**config.mk**
```make
export PLATFORM = sky130hd
export DESIGN_NAME = flash_prog_seq
export DESIGN_NICKNAME = d
export VERILOG_FILES = /design/src/rtl/flash_prog_pkg.sv /design/src/rtl/flash_bit_shifter.sv /design/src/rtl/flash_poll_timer.sv /design/src/rtl/flash_prog_seq.sv
export SDC_FILE = /design/constraint.sdc
export NUM_CORES = 1
export LEC_CHECK = 0
export ABC_AREA = 1
export CORE_ASPECT_RATIO = 1.4
export CORE_MARGIN = 5
export CORE_UTILIZATION = 50
export CTS_BUF_LIST = sky130_fd_sc_hd__clkbuf_2
export CTS_CLUSTER_DIAMETER = 120
export DETAILED_ROUTE_END_ITERATION = 6
export PLACE_DENSITY = 0.75
export SYNTH_ARGS = -nofsm -noshare
export SYNTH_HDL_FRONTEND = slang
export SYNTH_SLANG_ARGS = --single-unit
```
**constraint.sdc**
```tcl
create_clock -name clk -period 1.8 [get_ports clk]
set_input_delay 0.45 -clock clk [delete_from_list [all_inputs] [get_ports clk]]
set_output_delay 0.45 -clock clk [all_outputs]
set_load 0.005 [all_outputs]
```
**src/rtl/flash_prog_pkg.sv**
```systemverilog
package flash_prog_pkg;

    typedef enum logic [2:0] {
        ST_IDLE,
        ST_HDR,
        ST_DATA,
        ST_WAIT,
        ST_POLL_OP,
        ST_POLL_RD
    } seq_state_t;

    localparam logic [7:0] OP_PROG_BUF_A = 8'h82;
    localparam logic [7:0] OP_PROG_BUF_B = 8'h85;
    localparam logic [7:0] OP_STATUS_RD  = 8'hD7;
    localparam logic [7:0] FILL_BYTE     = 8'h00;

    typedef struct packed {
        seq_state_t  state;
        logic        busy;
        logic        done;
        logic        tmo_err;
        logic        rej_err;
        logic        cs_n;
        logic [1:0]  hdr_idx;
        logic        last_seen;
        logic [23:0] addr;
    } seq_regs_t;

endpackage

```
**src/rtl/flash_bit_shifter.sv**
```systemverilog
module flash_bit_shifter #(
    parameter int HALF = 2
) (
    input  logic       clk,
    input  logic       rst_n,
    input  logic       load,
    input  logic [7:0] tx_byte,
    input  logic       miso,
    output logic       sck,
    output logic       mosi,
    output logic       active,
    output logic       byte_done,
    output logic [7:0] rx_byte
);
    localparam int CW = $clog2(HALF + 1);
    localparam logic [CW-1:0] HALF_M1 = CW'(HALF - 1);

    typedef struct packed {
        logic          active;
        logic          sck;
        logic          mosi;
        logic          done;
        logic [2:0]    bit_idx;
        logic [CW-1:0] cnt;
        logic [7:0]    tx;
        logic [7:0]    rx;
    } shift_regs_t;

    shift_regs_t r_q, r_d;

    always_comb begin
        r_d      = r_q;
        r_d.done = 1'b0;
        if (load) begin
            r_d.active  = 1'b1;
            r_d.sck     = 1'b1;
            r_d.bit_idx = 3'd7;
            r_d.cnt     = HALF_M1;
            r_d.tx      = tx_byte;
        end else if (r_q.active) begin
            if (r_q.cnt != '0) begin
                r_d.cnt = r_q.cnt - 1'b1;
            end else if (r_q.sck) begin
                r_d.sck  = 1'b0;
                r_d.mosi = r_q.tx[r_q.bit_idx];
                r_d.cnt  = HALF_M1;
            end else begin
                r_d.sck = 1'b1;
                r_d.rx  = {r_q.rx[6:0], miso};
                r_d.cnt = HALF_M1;
                if (r_q.bit_idx == 3'd0) begin
                    r_d.active = 1'b0;
                    r_d.done   = 1'b1;
                end else begin
                    r_d.bit_idx = r_q.bit_idx - 3'd1;
                end
            end
        end
    end

    always_ff @(posedge clk or negedge rst_n) begin
        if (!rst_n) begin
            r_q     <= '0;
            r_q.sck <= 1'b1;
        end else begin
            r_q <= r_d;
        end
    end

    assign sck       = r_q.sck;
    assign mosi      = r_q.mosi;
    assign active    = r_q.active;
    assign byte_done = r_q.done;
    assign rx_byte   = r_q.rx;

endmodule

```
**src/rtl/flash_poll_timer.sv**
```systemverilog
module flash_poll_timer #(
    parameter int POLL_GAP   = 8,
    parameter int TMO_CYCLES = 1000
) (
    input  logic clk,
    input  logic rst_n,
    input  logic elapsed_clr,
    input  logic gap_load,
    output logic gap_done,
    output logic expired
);
    localparam int GW = $clog2(POLL_GAP + 1);
    localparam int TW = $clog2(TMO_CYCLES + 1);
    localparam logic [GW-1:0] GAP_INIT = GW'(POLL_GAP);
    localparam logic [TW-1:0] TMO_LIM  = TW'(TMO_CYCLES);

    typedef struct packed {
        logic [GW-1:0] gap;
        logic [TW-1:0] elapsed;
    } tmr_regs_t;

    tmr_regs_t r_q, r_d;

    always_comb begin
        r_d = r_q;
        if (gap_load)
            r_d.gap = GAP_INIT;
        else if (r_q.gap != '0)
            r_d.gap = r_q.gap - 1'b1;
        if (elapsed_clr)
            r_d.elapsed = '0;
        else if (r_q.elapsed < TMO_LIM)
            r_d.elapsed = r_q.elapsed + 1'b1;
    end

    always_ff @(posedge clk or negedge rst_n) begin
        if (!rst_n) r_q <= '0;
        else        r_q <= r_d;
    end

    assign gap_done = (r_q.gap == '0);
    assign expired  = (r_q.elapsed >= TMO_LIM);

endmodule

```
**src/rtl/flash_prog_seq.sv**
```systemverilog
module flash_prog_seq
    import flash_prog_pkg::*;
#(
    parameter int CLK_DIV    = 4,
    parameter int DUAL_BUF   = 1,
    parameter int POLL_GAP   = 8,
    parameter int TMO_CYCLES = 1500000
) (
    input  logic        clk,
    input  logic        rst_n,
    input  logic        start,
    input  logic        buf_sel,
    input  logic [23:0] addr,
    input  logic [7:0]  wr_data,
    input  logic        wr_valid,
    input  logic        wr_last,
    output logic        wr_ready,
    output logic        busy,
    output logic        done,
    output logic        timeout_err,
    output logic        reject_err,
    output logic        cs_n,
    output logic        sck,
    output logic        mosi,
    input  logic        miso
);
    localparam int HALF = (CLK_DIV < 2) ? 1 : CLK_DIV / 2;
    localparam bit HAS_BUF_B = (DUAL_BUF != 0);

    seq_regs_t r_q, r_d;

    logic       sh_load;
    logic [7:0] sh_byte;
    logic       sh_active;
    logic       sh_done;
    logic [7:0] sh_rx;
    logic       gap_load;
    logic       elapsed_clr;
    logic       gap_done;
    logic       expired;
    logic       ready_int;

    flash_bit_shifter #(.HALF(HALF)) u_shift (
        .clk       (clk),
        .rst_n     (rst_n),
        .load      (sh_load),
        .tx_byte   (sh_byte),
        .miso      (miso),
        .sck       (sck),
        .mosi      (mosi),
        .active    (sh_active),
        .byte_done (sh_done),
        .rx_byte   (sh_rx)
    );

    flash_poll_timer #(.POLL_GAP(POLL_GAP), .TMO_CYCLES(TMO_CYCLES)) u_tmr (
        .clk         (clk),
        .rst_n       (rst_n),
        .elapsed_clr (elapsed_clr),
        .gap_load    (gap_load),
        .gap_done    (gap_done),
        .expired     (expired)
    );

    assign ready_int = (r_q.state == ST_DATA) && !sh_active && !r_q.last_seen;

    always_comb begin
        r_d         = r_q;
        r_d.done    = 1'b0;
        r_d.rej_err = 1'b0;
        sh_load     = 1'b0;
        sh_byte     = FILL_BYTE;
        gap_load    = 1'b0;
        elapsed_clr = 1'b0;
        unique case (r_q.state)
            ST_IDLE: begin
                if (r_q.done) r_d.busy = 1'b0;
                if (start && !r_q.busy) begin
                    if (buf_sel && !HAS_BUF_B) begin
                        r_d.rej_err = 1'b1;
                    end else begin
                        r_d.busy      = 1'b1;
                        r_d.tmo_err   = 1'b0;
                        r_d.cs_n      = 1'b0;
                        r_d.addr      = addr;
                        r_d.hdr_idx   = 2'd0;
                        r_d.last_seen = 1'b0;
                        r_d.state     = ST_HDR;
                        sh_load       = 1'b1;
                        sh_byte       = buf_sel ? OP_PROG_BUF_B : OP_PROG_BUF_A;
                    end
                end
            end
            ST_HDR: begin
                if (sh_done) begin
                    if (r_q.hdr_idx == 2'd3) begin
                        r_d.state = ST_DATA;
                    end else begin
                        sh_load = 1'b1;
                        unique case (r_q.hdr_idx)
                            2'd0:    sh_byte = r_q.addr[23:16];
                            2'd1:    sh_byte = r_q.addr[15:8];
                            default: sh_byte = r_q.addr[7:0];
                        endcase
                        r_d.hdr_idx = r_q.hdr_idx + 2'd1;
                    end
                end
            end
            ST_DATA: begin
                if (ready_int && wr_valid) begin
                    sh_load       = 1'b1;
                    sh_byte       = wr_data;
                    r_d.last_seen = wr_last;
                end else if (r_q.last_seen && !sh_active) begin
                    r_d.cs_n    = 1'b1;
                    gap_load    = 1'b1;
                    elapsed_clr = 1'b1;
                    r_d.state   = ST_WAIT;
                end
            end
            ST_WAIT: begin
                if (gap_done) begin
                    r_d.cs_n  = 1'b0;
                    sh_load   = 1'b1;
                    sh_byte   = OP_STATUS_RD;
                    r_d.state = ST_POLL_OP;
                end
            end
            ST_POLL_OP: begin
                if (sh_done) begin
                    sh_load   = 1'b1;
                    sh_byte   = FILL_BYTE;
                    r_d.state = ST_POLL_RD;
                end
            end
            ST_POLL_RD: begin
                if (sh_done) begin
                    r_d.cs_n = 1'b1;
                    if (sh_rx[7]) begin
                        r_d.done  = 1'b1;
                        r_d.state = ST_IDLE;
                    end else if (expired) begin
                        r_d.done    = 1'b1;
                        r_d.tmo_err = 1'b1;
                        r_d.state   = ST_IDLE;
                    end else begin
                        gap_load  = 1'b1;
                        r_d.state = ST_WAIT;
                    end
                end
            end
            default: r_d.state = ST_IDLE;
        endcase
    end

    always_ff @(posedge clk or negedge rst_n) begin
        if (!rst_n) begin
            r_q      <= '0;
            r_q.cs_n <= 1'b1;
        end else begin
            r_q <= r_d;
        end
    end

    assign wr_ready    = ready_int;
    assign busy        = r_q.busy;
    assign done        = r_q.done;
    assign timeout_err = r_q.tmo_err;
    assign reject_err  = r_q.rej_err;
    assign cs_n        = r_q.cs_n;

endmodule

```
## Word level (Yosys, flattened, before mapping)

Index checks and enable logic that the tools add are counted.

| cells by class | value |
|---|---|
| bitwise logic cells | 3 |
| equality and inequality tests | 22 |
| reductions and logical operators | 33 |
| add/subtract/negate cells | 5 |
| multiplexer cells | 71 |
| magnitude comparators | 3 |

Operators by type and width:

| operator | count |
|---|---|
| 2-to-1 mux 21 bit | 2 |
| 2-to-1 mux 8 bit | 5 |
| case mux 8 bit (4 select lines) | 1 |
| 2-to-1 mux 3 bit | 10 |
| 2-to-1 mux 1 bit | 29 |
| 2-to-1 mux 28 bit | 1 |
| adder 21 x 1 -> 21 bit (second input constant) | 1 |
| >= comparator 21 bit (second input constant) | 1 |
| < comparator 21 bit (second input constant) | 1 |
| inequality test 2 bit (second input constant) | 10 |
| case mux 3 bit (6 select lines) | 1 |
| 2-to-1 mux 4 bit | 4 |
| case mux 8 bit (2 select lines) | 1 |
| AND reduction 4 bit | 4 |
| nonzero test 2 bit | 8 |
| 2-to-1 mux 2 bit | 7 |
| inequality test 2 x 1 -> 1 bit (second input constant) | 5 |
| 2-to-1 mux 9 bit | 1 |
| AND reduction 8 bit | 1 |
| nonzero test 4 bit | 2 |
| 2-to-1 mux 7 bit | 1 |
| == test 3 x 2 -> 1 bit (second input constant) | 2 |
| == test 3 bit (second input constant) | 2 |
| logical NOT 3 bit | 2 |
| other kinds (23) | 35 |

| storage, ports and cells | value |
|---|---|
| register bits | 84 |
| input bits | 39 |
| output and inout bits | 8 |
| logic and storage cells | 155 |

## Logic depth before layout (Yosys ltp)

Gate-level depths: netlist of the first run.

| depth | value |
|---|---|
| depth after elaboration | 8 |
| gate-level depth with buffers | 11 |
| mapped depth without buffers | 10 |

## Modules after synthesis

A second synthesis of the first run with hierarchy kept.

| unflattened totals | value |
|---|---|
| cells, all modules | 670 |
| area, all modules | 4936.0 um2 |

By module, submodules not included:

| module | cells each | seq. area each (um2) | area an instance (um2) | times used |
|---|---|---|---|---|
| flash_prog_seq | 287 | 852.1 | 2010.7 | 1 |
| flash_poll_timer | 238 | 625.6 | 1692.9 | 1 |
| flash_bit_shifter | 145 | 626.9 | 1232.4 | 1 |

## Worst setup path before layout of the first run

No wires, ideal clock.

| timing | value |
|---|---|
| path type | reg-to-reg |
| from | register r_q[32] in the netlist's numbering |
| to | register u_shift.r_q[9] in the netlist's numbering |
| data arrival time | 1.421 ns |
| cell stages (with the launch flop) | 12 |
| data required time | 1.671 ns |
| path buffers | 1 |
| clock period less this slack | 1.550 ns |
| setup time | 0.129 ns |
| path slack | 0.250 ns |
| path through | dfrtp_1 > buf_2 > nor2_4 > nand2_4 > nor2_8 > clkinv_4 > nand2_2 > nor2_4 > nand2_2 > inv_2 > nand2_1 > nand3_1 |

| between the ends | value |
|---|---|
| cells in the longest elaborated chain, start to end | 6 |
| elaborated cells between the ends (all ways) | 12 |
| those cells by class | eq/ne (4); mux (4); reduce/logical (4) |

Ends and longest elaborated chain:

| item | RTL line | source |
|---|---|---|
| from (decl) | flash_prog_seq.sv:30 | `seq_regs_t r_q, r_d;` |
| from (signal assigned) | flash_prog_seq.sv:161 | `r_q <= r_d;` |
| == test 3 x 2 -> 1 bit | flash_prog_seq.sv:65, flash_prog_seq.sv:75 |  |
| logical AND 1 bit (2 in series) | flash_prog_seq.sv:65 | `assign ready_int = (r_q.state == ST_DATA) && !sh_active && !r_q.last_seen;` |
| logical AND 1 bit | flash_prog_seq.sv:110 | `if (ready_int && wr_valid) begin` |
| 2-to-1 mux 1 bit / 2-to-1 mux 8 bit (equally long branches) | flash_prog_seq.sv:110 |  |
| case mux 1 bit (5 select lines) / case mux 8 bit (4 select lines) (equally long branches) | flash_prog_seq.sv:75 | `unique case (r_q.state)` |
| to (signal assigned) | flash_bit_shifter.sv:66 | `r_q <= r_d;` |
| to (decl) | flash_bit_shifter.sv:29 | `shift_regs_t r_q, r_d;` |

Several ways; a longest one is shown, not always the timed one.
A chain may end at the register's enable or synchronous reset.

## Worst setup path after layout of the first run

| timing | value |
|---|---|
| from | register r_q[24] in the netlist's numbering |
| to | output port wr_ready |

| between the ends | value |
|---|---|
| cells in the longest elaborated chain, start to end | 2 |

Ends and longest elaborated chain:

| item | RTL line | source |
|---|---|---|
| logical NOT 1 bit | flash_prog_seq.sv:65 |  |
| logical AND 1 bit | flash_prog_seq.sv:65 |  |
| to (decl) | flash_prog_seq.sv:17 | `output logic wr_ready,` |

No other way between the ends.

==> out/metrics.csv, run 1 <==
stage;metric;value;unit
detailed_routing;DRC Markers;0;
detailed_routing;Met3 Wirelength;514;um
worst_setup_path;Crit. End Element;output pin;
floorplan;core area;8980;um^2
floorplan;Starting Density;0.509;
place;routability congestion estimate;0.925;
clock_network;TritonCTS Buffers;9;
yosys;Post-Syn Area;4570;um^2
floorplan;row count;41;
place;Detailed Place HPWL;8520;um
worst_setup_path;WP data arrival;1430;ps
clock_network;Worst-Skew Late Latency;580;ps
yosys;post-synthesis area per instance;7.55;um^2
yosys;Cell variety after synth;40;
detailed_routing;initial drt markers;312;
clock_network;Max clock buf depth;2;
layout;share of layout cells above drive strength 1;0.138;
min_path;worst hold path class;primary input to asynchronous set/reset pin;
yosys;number of synthesized flops with an enable pin;0;
detailed_routing;DR WL met2;5830;um
run_status;failing checks;negative setup slack;
yosys;Synth Register Bits;84;
detailed_routing;Final ANT Viol Nets;0;
power_and_ir_drop;leak pwr;2.85;nW
place;Port Buffer Count;45;
sta;WHS;316;ps
layout;Diodes inserted;0;
sta;fmax;0.531;GHz
power_and_ir_drop;Design Power;2.92;mW
grt;Total GRT Usage;0.203;
sta;Final setup viols;1;
layout;P&R area growth vs syn;21.0;%
sta;Worst Slack Setup Final;-83.4;ps
detailed_routing;DR top layer;met4;
floorplan;Die Y;123;um
run;max cap viols;0;
yosys;leading post-synthesis cells by cell area;dfrtp_1, nand2_1, inv_1, nand3_1, nor2_1;
detailed_routing;met1 WL;4190;um
detailed_routing;WL final;10900;um
sta;Tmin final;1880;ps
layout;cell area after layout;5530;um^2
sta;max-slew violation count;0;
yosys;Yosys top cell area share;0.449;
yosys;sequential element share of the synthesized area;0.460;
yosys;main flop type after synthesis;dfrtp_1;
place;dpl ws;-187;ps
worst_setup_path;Worst Path Required;1350;ps
yosys;ys async rst share;1.00;
grt;gr ovfl total;0;
yosys;Synth area leader;dfrtp_1;
yosys;net count after synthesis;654;
worst_setup_path;Worst Setup Start Kind;flop;
power_and_ir_drop;PD cells;527;nW/um^2
sta;clk_skew;42.6;ps
clock_network;CTS clk-pin slew, worst paths;240;ps
floorplan;I/O Pins;47;
floorplan;Die X-Extent;90.8;um
clock_network;htree depth;3;
run_status;status;complete, but fails checks;
grt;largest net degree at the start of global routing;31;
worst_setup_path;Setup CP Type;flop to output pin;
detailed_routing;WL/cell;13.6;um
grt;vias in the first global route;4095;
sta;Final Hold Fails;0;
clock_network;clock tree sinks;84;
sta;fin crit share;1.05;
layout;layout net count;738;
detailed_routing;via count;4162;
floorplan;die area;11200;um^2
clock_network;CTS tree;done;
detailed_routing;Initial DRT Pass Iterations;4;
grt;first-pass GRT wire length;18200;um
yosys;Yosys Warn Count;0;
power_and_ir_drop;worst vdd ir;363;uV
detailed_routing;Via density;5.19;
grt;initial antenna violation count;0;
worst_setup_path;worst-path maximum fanout;3;
sta;RSZ-0062 raised after global routing;true;
yosys;Cells after Synth;606;
clock_network;Clock Tree Root;clkbuf_2;
place;DP Area;5360;um^2
-- power by group --
group | switching, mW | internal, mW | leakage (nW)
logic | 0.0655 | 0.0895 | 1.73
registers | 0.00694 | 1.90 | 1.06
clock network | 0.664 | 0.189 | 0.0618
-- worst max-delay path: stages (launching register included) --
cell     delay, ps
dfrtp_1        430
inv_1          100
nand2_2         90
nor2_2         120
buf_2          120
-- final timing paths --
kind	startpoint	endpoint	slack [ps]	cells past startpoint
worst max-delay path	r_q[24]$_DFFE_PN0P_	wr_ready	-80	4
worst min register to register	r_q[23]$_DFFE_PN0P_	r_q[23]$_DFFE_PN0P_	500	2
worst max register to register	r_q[34]$_DFFE_PN0P_	u_shift.rx_byte[1]$_DFFE_PN0P_	140	10
max in group asynchronous	rst_n	u_shift.sck$_DFFE_PN1P_	910	3
min in group clk	addr[6]	r_q[6]$_DFFE_PN0P_	380	3
worst min-delay path	rst_n	u_tmr.r_q[19]$_DFFE_PN0P_	320	2
-- placed cells by master (no fill, tap or decap), types with 2 or more instances in the layout --
master	netlist	routed
clkbuf_2	0	10
nand2_2	5	7
xnor2_1	3	3
o21bai_1	4	4
dlygate4sd2_1	0	4
nand3_1	42	42
buf_4	1	38
nor2_4	5	5
o211ai_1	3	3
nand2_1	231	228
xor2_1	8	8
ha_1	9	9
a21oi_1	14	14
inv_1	61	61
inv_2	4	4
o21ai_2	8	8
buf_12	0	3
nor3b_1	2	2
o21ai_1	3	3
clkdlybuf4s50_1	0	37
nor2_1	50	48
dfrtp_1	82	81
nand2_4	1	2
nor3_1	4	4
buf_6	0	2
nor2_2	2	4
nand4_1	11	11
dfstp_2	2	2
inv_6	0	2
clkinv_1	1	3
clkinv_4	1	2
o21ai_0	27	27
-- cell usage after synthesis (8+ instances only) --
cell type	instances
ha_1	9
nand3_1	42
nor2_1	50
nand2_1	231
dfrtp_1	82
a21oi_1	14
o21ai_0	27
nand4_1	11
inv_1	61
xor2_1	8
o21ai_2	8
-- metal layers --
metal,vias to the layer above,GRT usage
met5,-,0
li1,2079,-
met1,1957,0.219
met2,98,0.380
met4,0,0.106
met3,28,0.0316
-- final cells by class --
class,instances,area [um^2]
fill,813,3440
clock buffer,10,50.0
tap,107,134
sequential,84,2110
multi-input combinational,442,2160
timing repair buffer,86,788
inverter,67,256
clock inverter,6,38.8
-- stage by stage --
stage	util	TNS, ps	std cells
after floorplan	-	0	606
after global placement	0.597	-2250	778
after detailed placement	0.597	-3010	778
after CTS	0.609	-126	799
after global routing	0.616	-270	802
final	0.616	-83.4	802
-- state kept, by name, indices dropped and copies added, names as in the netlist --
| signal | flops |
|---|---|
| busy | 1 |
| cs_n | 1 |
| done | 1 |
| r_q | 30 |
| timeout_err | 1 |
| u_shift.active | 1 |
| u_shift.byte_done | 1 |
| u_shift.mosi | 1 |
| u_shift.r_q | 13 |
| u_shift.rx_byte | 8 |
| u_shift.sck | 1 |
| u_tmr.r_q | 25 |
-- kinds of logic (layout without fill, tap and decap cells) --
group                      count (synthesis)  after routing  synth area share
muxes                                      1              1           0.00219
adders and majority gates                  9              9            0.0246
AOI/OAI and AO/OA                         63             63            0.0821
DFF                                       84             84             0.460
other                                      1              1          0.000820
buffers and inverters                     80            169            0.0714
xor gates and xnor gates                  11             11            0.0211
and+or+nand+nor                          357            357             0.338
-- timing repair --
action,in CTS,in global routing
endpoints found under the setup margin,7,21
setup buffers,4,3
pin swaps,1,1
hold buffers,1,0
hold endpoints to repair,25,0
cloned,0,0
gates resized for setup,18,7
Note: power is estimated with default switching activity, not from simulation.
==> run 2: changes to the inputs <==
--- a/config.mk
+++ b/config.mk
@@ -12,7 +12,8 @@
 export CTS_BUF_LIST = sky130_fd_sc_hd__clkbuf_2
 export CTS_CLUSTER_DIAMETER = 120
 export DETAILED_ROUTE_END_ITERATION = 6
-export PLACE_DENSITY = 0.75
+export PLACE_DENSITY = 0.74
 export SYNTH_ARGS = -nofsm -noshare
 export SYNTH_HDL_FRONTEND = slang
+export SYNTH_HIERARCHICAL = 1
 export SYNTH_SLANG_ARGS = --single-unit
==> out/metrics.csv, run 2 <==
stage;metric;value;unit
layout;number of flip-flops under the largest register name;30;
detailed_routing;DRC Markers;0;
floorplan;core area;9510;um^2
place;number of cells after detailed placement;873;
sta;Tmin final;2000;ps
clock_network;Worst-Skew Late Latency;580;ps
layout;layout net count;834;
clock_network;TritonCTS Buffers;9;
worst_setup_path;RR Endpoint;u_shift/r_q[18]$_DFFE_PN0P_;
sta;max-slew violation count;0;
min_path;worst hold path class;primary input to flop;
detailed_routing;via count;4821;
clock_network;CTS clk-pin slew, worst paths;240;ps
layout;biggest regs;r_q (30), u_tmr/r_q (25), u_shift/r_q (13);
grt;gr ovfl total;0;
grt;Total GRT Usage;0.215;
sta;Worst Slack Setup Final;-200;ps
worst_setup_path;setup slack, reg-to-reg;-200;ps
layout;share of layout cells above drive strength 1;0.254;
run;max cap viols;0;
layout;fin cells;924;
yosys;Yosys Warn Count;6;
yosys;Cells after Synth;663;
worst_setup_path;Setup crit start;r_q[33]$_DFFE_PN0P_;
detailed_routing;Initial DRT Pass Iterations;5;
power_and_ir_drop;Clock power frac;0.385;
layout;Fill cells;752;
sta;WHS;373;ps
floorplan;row count;42;
grt;first-pass GRT wire length;20200;um
floorplan;Die X-Extent;93.5;um
clock_network;Clock Tree Root;clkbuf_2;
worst_setup_path;reg-to-reg startpoint;r_q[33]$_DFFE_PN0P_;
worst_setup_path;Crit. End Element;flop;
power_and_ir_drop;PD cells;508;nW/um^2
layout;P&R area growth vs syn;34.6;%
yosys;net count after synthesis;711;
run_status;status;complete, but fails checks;
floorplan;die area;11900;um^2
worst_setup_path;Worst Path Required;2290;ps
grt;largest net degree at the start of global routing;85;
sta;fin crit share;1.11;
layout;Storage cell area;2110;um^2
power_and_ir_drop;Design Power;3.34;mW
sta;RSZ-0062 raised after global routing;true;
layout;Most flops, register;r_q;
layout;most frequent cells in the layout;nand2_1, dfrtp_1, buf_4;
power_and_ir_drop;leak pwr;3.46;nW
power_and_ir_drop;sequential power share;0.571;
worst_setup_path;worst-path maximum fanout;8;
detailed_routing;WL final;13300;um
place;DP Area;5780;um^2
sta;Final Hold Fails;0;
detailed_routing;initial drt markers;301;
detailed_routing;Final ANT Viol Nets;0;
run_status;failing checks;negative setup slack;
sta;TNS Setup;-1970;ps
floorplan;Starting Density;0.513;
sta;Final setup viols;24;
clock_network;htree depth;3;
grt;vias in the first global route;4556;
power_and_ir_drop;sw frac;0.228;
sta;fmax;0.500;GHz
worst_setup_path;WP data arrival;2490;ps
layout;cell area after layout;6580;um^2
power_and_ir_drop;Internal;2.58;mW
grt;initial antenna violation count;1;
worst_setup_path;Setup CP Type;flop to flop;
power_and_ir_drop;worst vdd ir;468;uV
yosys;post-synthesis area per instance;7.37;um^2
detailed_routing;Via density;5.22;
power_and_ir_drop;logic gate share of total power;0.044;
detailed_routing;WL/cell;14.4;um
layout;commonest non-fill, non-tap cell in the layout;nand2_1;
worst_setup_path;end of the critical path;u_shift/r_q[18]$_DFFE_PN0P_;
place;routability congestion estimate;0.889;
clock_network;CTS tree;done;
layout;area occupied by multi-input gates;2600;um^2
floorplan;Die Y;127;um
worst_setup_path;Worst Setup Start Kind;flop;
place;Detailed Place HPWL;8620;um
layout;post-layout util;0.691;
clock_network;Max clock buf depth;2;
sta;clk_skew;24.7;ps
floorplan;I/O Pins;47;
place;dpl ws;-261;ps
clock_network;clock tree sinks;84;
place;Port Buffer Count;45;
worst_setup_path;Reg2Reg Depth;14;
power_and_ir_drop;Net Switching;0.761;mW
yosys;Post-Syn Area;4880;um^2
[run 2: layer usage]
layer | track usage | vias up | routed length [um]
li1 | - | 2329 | -
met1 | 0.249 | 2281 | 5100
met2 | 0.369 | 180 | 7130
met3 | 0.0391 | 31 | 664
met4 | 0.118 | 0 | 411
met5 | 0 | - | 0
[run 2: repair_timing]
action	4_1_cts	5_1_grt
cloned	1	4
hold buffers	1	0
pin swaps	12	35
endpoints found under the setup margin	23	53
buffers inserted	14	16
hold endpoints to repair	82	0
resized for setup	28	94
[run 2: worst min-delay path by stage]
stage / startpoint / endpoint / slack [ps] / cells after the start
2_1_floorplan: rst_n / busy$_DFFE_PN0P_ / 150 / 0
3_5_place_dp: u_shift/rx_byte[1]$_DFFE_PN0P_ / u_shift/rx_byte[2]$_DFFE_PN0P_ / 460 / 2
5_1_grt: addr[9] / r_q[9]$_DFFE_PN0P_ / 310 / 3
4_1_cts: addr[8] / r_q[8]$_DFFE_PN0P_ / 350 / 3
3_3_place_gp: timeout_err$_DFFE_PN0P_ / timeout_err$_DFFE_PN0P_ / 460 / 2
6_report: addr[11] / r_q[11]$_DFFE_PN0P_ / 370 / 3
[run 2: worst max-delay path, stage by stage, from the launching register on]
cell	delay, ps
dfrtp_2	470
buf_6	120
inv_4	50
nor2_4	40
buf_4	120
buf_6	110
nand3_4	70
clkinv_4	60
nor2_4	100
nand3_4	180
buf_6	180
a21oi_4	170
nor2_4	80
nand2_1	70
o21ai_1	80
[run 2: final cells by class]
cell class / instances / share of cell area
diodes: 1 / 0.000381
clock buffers: 9 / 0.00685
clock inverters: 7 / 0.0175
inverters: 70 / 0.0424
multi-input cells: 489 / 0.396
flip-flops and latches: 84 / 0.321
well taps: 132 / 0.0251
repair buffers: 131 / 0.190
repair inverters: 1 / 0.00114
[run 2: power groups by stage]
stage	logic, mW	registers (mW)	clock network (mW)
4_1_cts	0.148	1.91	1.29
3_3_place_gp	0.144	1.94	0
6_report	0.148	1.91	1.29
5_1_grt	0.164	1.91	1.37
3_5_place_dp	0.146	1.94	0
2_1_floorplan	0.0155	1.94	0
==> run 3: changes to the inputs <==
--- a/config.mk
+++ b/config.mk
@@ -12,8 +12,8 @@
 export CTS_BUF_LIST = sky130_fd_sc_hd__clkbuf_2
 export CTS_CLUSTER_DIAMETER = 120
 export DETAILED_ROUTE_END_ITERATION = 6
-export PLACE_DENSITY = 0.74
+export PLACE_DENSITY = 0.75
+export SETUP_SLACK_MARGIN = 0.02
 export SYNTH_ARGS = -nofsm -noshare
 export SYNTH_HDL_FRONTEND = slang
-export SYNTH_HIERARCHICAL = 1
 export SYNTH_SLANG_ARGS = --single-unit
==> out/metrics.csv, run 3 (synthesis results as in run 1) <==
stage;metric;value;unit
layout;most frequent cells in the layout;nand2_1, dfrtp_1, inv_1;
detailed_routing;Initial DRT Pass Iterations;4;
min_path;worst hold path class;primary input to asynchronous set/reset pin;
place;DP Area;5360;um^2
power_and_ir_drop;logic gate share of total power;0.053;
clock_network;Worst-Skew Late Latency;570;ps
floorplan;row count;41;
run;max cap viols;0;
sta;Final Hold Fails;0;
worst_setup_path;worst-path maximum fanout;3;
sta;Final setup viols;1;
clock_network;CTS clk-pin slew, worst paths;250;ps
worst_setup_path;Setup CP Type;flop to output pin;
layout;P&R area growth vs syn;22.1;%
sta;fmax;0.527;GHz
place;routability congestion estimate;0.925;
floorplan;core area;8980;um^2
grt;vias in the first global route;4095;
layout;commonest non-fill, non-tap cell in the layout;nand2_1;
power_and_ir_drop;sw frac;0.254;
layout;number of flip-flops under the largest register name;30;
sta;fin crit share;1.05;
grt;Total GRT Usage;0.203;
grt;first-pass GRT wire length;18200;um
detailed_routing;WL/cell;13.7;um
floorplan;Die X-Extent;90.8;um
layout;fin cells;805;
grt;initial antenna violation count;0;
detailed_routing;initial drt markers;293;
layout;Most flops, register;r_q;
sta;Worst Slack Setup Final;-97.0;ps
sta;clk_skew;41.0;ps
run_status;status;complete, but fails checks;
detailed_routing;via count;4184;
worst_setup_path;Worst Setup Start Kind;flop;
worst_setup_path;setup slack, reg-to-reg;140;ps
detailed_routing;Via density;5.20;
power_and_ir_drop;Net Switching;0.743;mW
detailed_routing;DRC Markers;0;
worst_setup_path;Crit. End Element;output pin;
clock_network;CTS tree;done;
detailed_routing;Final ANT Viol Nets;0;
place;Port Buffer Count;45;
grt;largest net degree at the start of global routing;31;
power_and_ir_drop;sequential power share;0.653;
power_and_ir_drop;leak pwr;2.87;nW
place;Detailed Place HPWL;8520;um
clock_network;Clock Tree Root;clkbuf_2;
floorplan;Die Y;123;um
layout;Fill cells;804;
layout;share of layout cells above drive strength 1;0.143;
layout;biggest regs;r_q (30), u_tmr.r_q (25), u_shift.r_q (13);
worst_setup_path;WP data arrival;1450;ps
power_and_ir_drop;Internal;2.18;mW
power_and_ir_drop;worst vdd ir;363;uV
sta;Tmin final;1900;ps
worst_setup_path;Worst Path Required;1350;ps
sta;max-slew violation count;0;
clock_network;Max clock buf depth;2;
sta;RSZ-0062 raised after global routing;true;
floorplan;die area;11200;um^2
power_and_ir_drop;Clock power frac;0.294;
clock_network;TritonCTS Buffers;9;
clock_network;htree depth;3;
layout;cell area after layout;5580;um^2
grt;gr ovfl total;0;
layout;layout net count;741;
clock_network;clock tree sinks;84;
floorplan;I/O Pins;47;
run_status;failing checks;negative setup slack;
floorplan;Starting Density;0.509;
power_and_ir_drop;PD cells;524;nW/um^2
place;number of cells after detailed placement;778;
detailed_routing;WL final;11000;um
layout;Diodes inserted;0;
[run 3: cell count changes in the layout (fill, tap and decap cells not counted), sizes merged, moves of 3 or more]
cell	previous run	this run
buf	86	46
clkinvlp	3	0
bufinv	3	0
nand2	274	237
nand4	15	11
xnor2	0	3
nor2	54	58
nand3	65	45
o211ai	0	3
[run 3: per-stage QoR]
| step | util | setup slack, ps | hold WS, ps | setup TNS [ps] | total power [mW] |
|---|---|---|---|---|---|
| 2_1_floorplan | - | 250 | 154 | 0 | 1.96 |
| 3_3_place_gp | 0.597 | -149 | 411 | -2250 | 2.09 |
| 3_5_place_dp | 0.597 | -187 | 419 | -3010 | 2.10 |
| 4_1_cts | 0.609 | -126 | 291 | -126 | 2.96 |
| 5_1_grt | 0.622 | -238 | 304 | -256 | 3.05 |
| 6_report | 0.622 | -97.0 | 319 | -97.0 | 2.92 |
[run 3: final cells by class]
type / count / area (um^2) / area share
multi-input cells: 443 / 2180 / 0.390
flip-flops and latches: 84 / 2110 / 0.377
repair buffers: 88 / 817 / 0.146
inverters: 67 / 259 / 0.0464
well taps: 107 / 134 / 0.0240
clock buffers: 10 / 50.0 / 0.00896
clock inverters: 6 / 38.8 / 0.00695
[run 3: power by group through the flow]
stage	registers (mW)	logic (mW)	clock network, mW
6_report	1.91	0.155	0.860
5_1_grt	1.91	0.172	0.967
4_1_cts	1.91	0.159	0.892
3_5_place_dp	1.94	0.157	0
3_3_place_gp	1.94	0.153	0
2_1_floorplan	1.94	0.0213	0
[run 3: metal layers]
metal	vias to the layer above	global-route usage	part of all wire
li1	2084	-	-
met1	1985	0.219	0.39
met2	87	0.380	0.54
met3	28	0.0316	0.038
met4	0	0.106	0.034
met5	-	0	0
[run 3: worst max-delay path: stages, from the launching register on]
cell and delay, ps:
dfrtp_1 440, inv_1 100, nand2_2 90, nor2_2 130
buf_2 120
[run 3: path summary, 6_finish.rpt]
path,from,end,cells after the start
max,r_q[24]$_DFFE_PN0P_,wr_ready,4
min,rst_n,u_tmr.r_q[19]$_DFFE_PN0P_,2
max reg2reg,r_q[32]$_DFFE_PN0P_,u_shift.rx_byte[1]$_DFFE_PN0P_,11
min reg2reg,r_q[21]$_DFFE_PN0P_,r_q[21]$_DFFE_PN0P_,2
max in group asynchronous,rst_n,u_shift.sck$_DFFE_PN1P_,3
min in group clk,addr[6],r_q[6]$_DFFE_PN0P_,3
[run 3: what timing repair did]
item	in CTS	in global routing
endpoints found under the hold margin	25	0
gates resized for setup	18	13
setup endpoints to repair	7	31
pin swaps	1	3
cloned	0	1
setup buffers	4	5
hold buffers	1	0
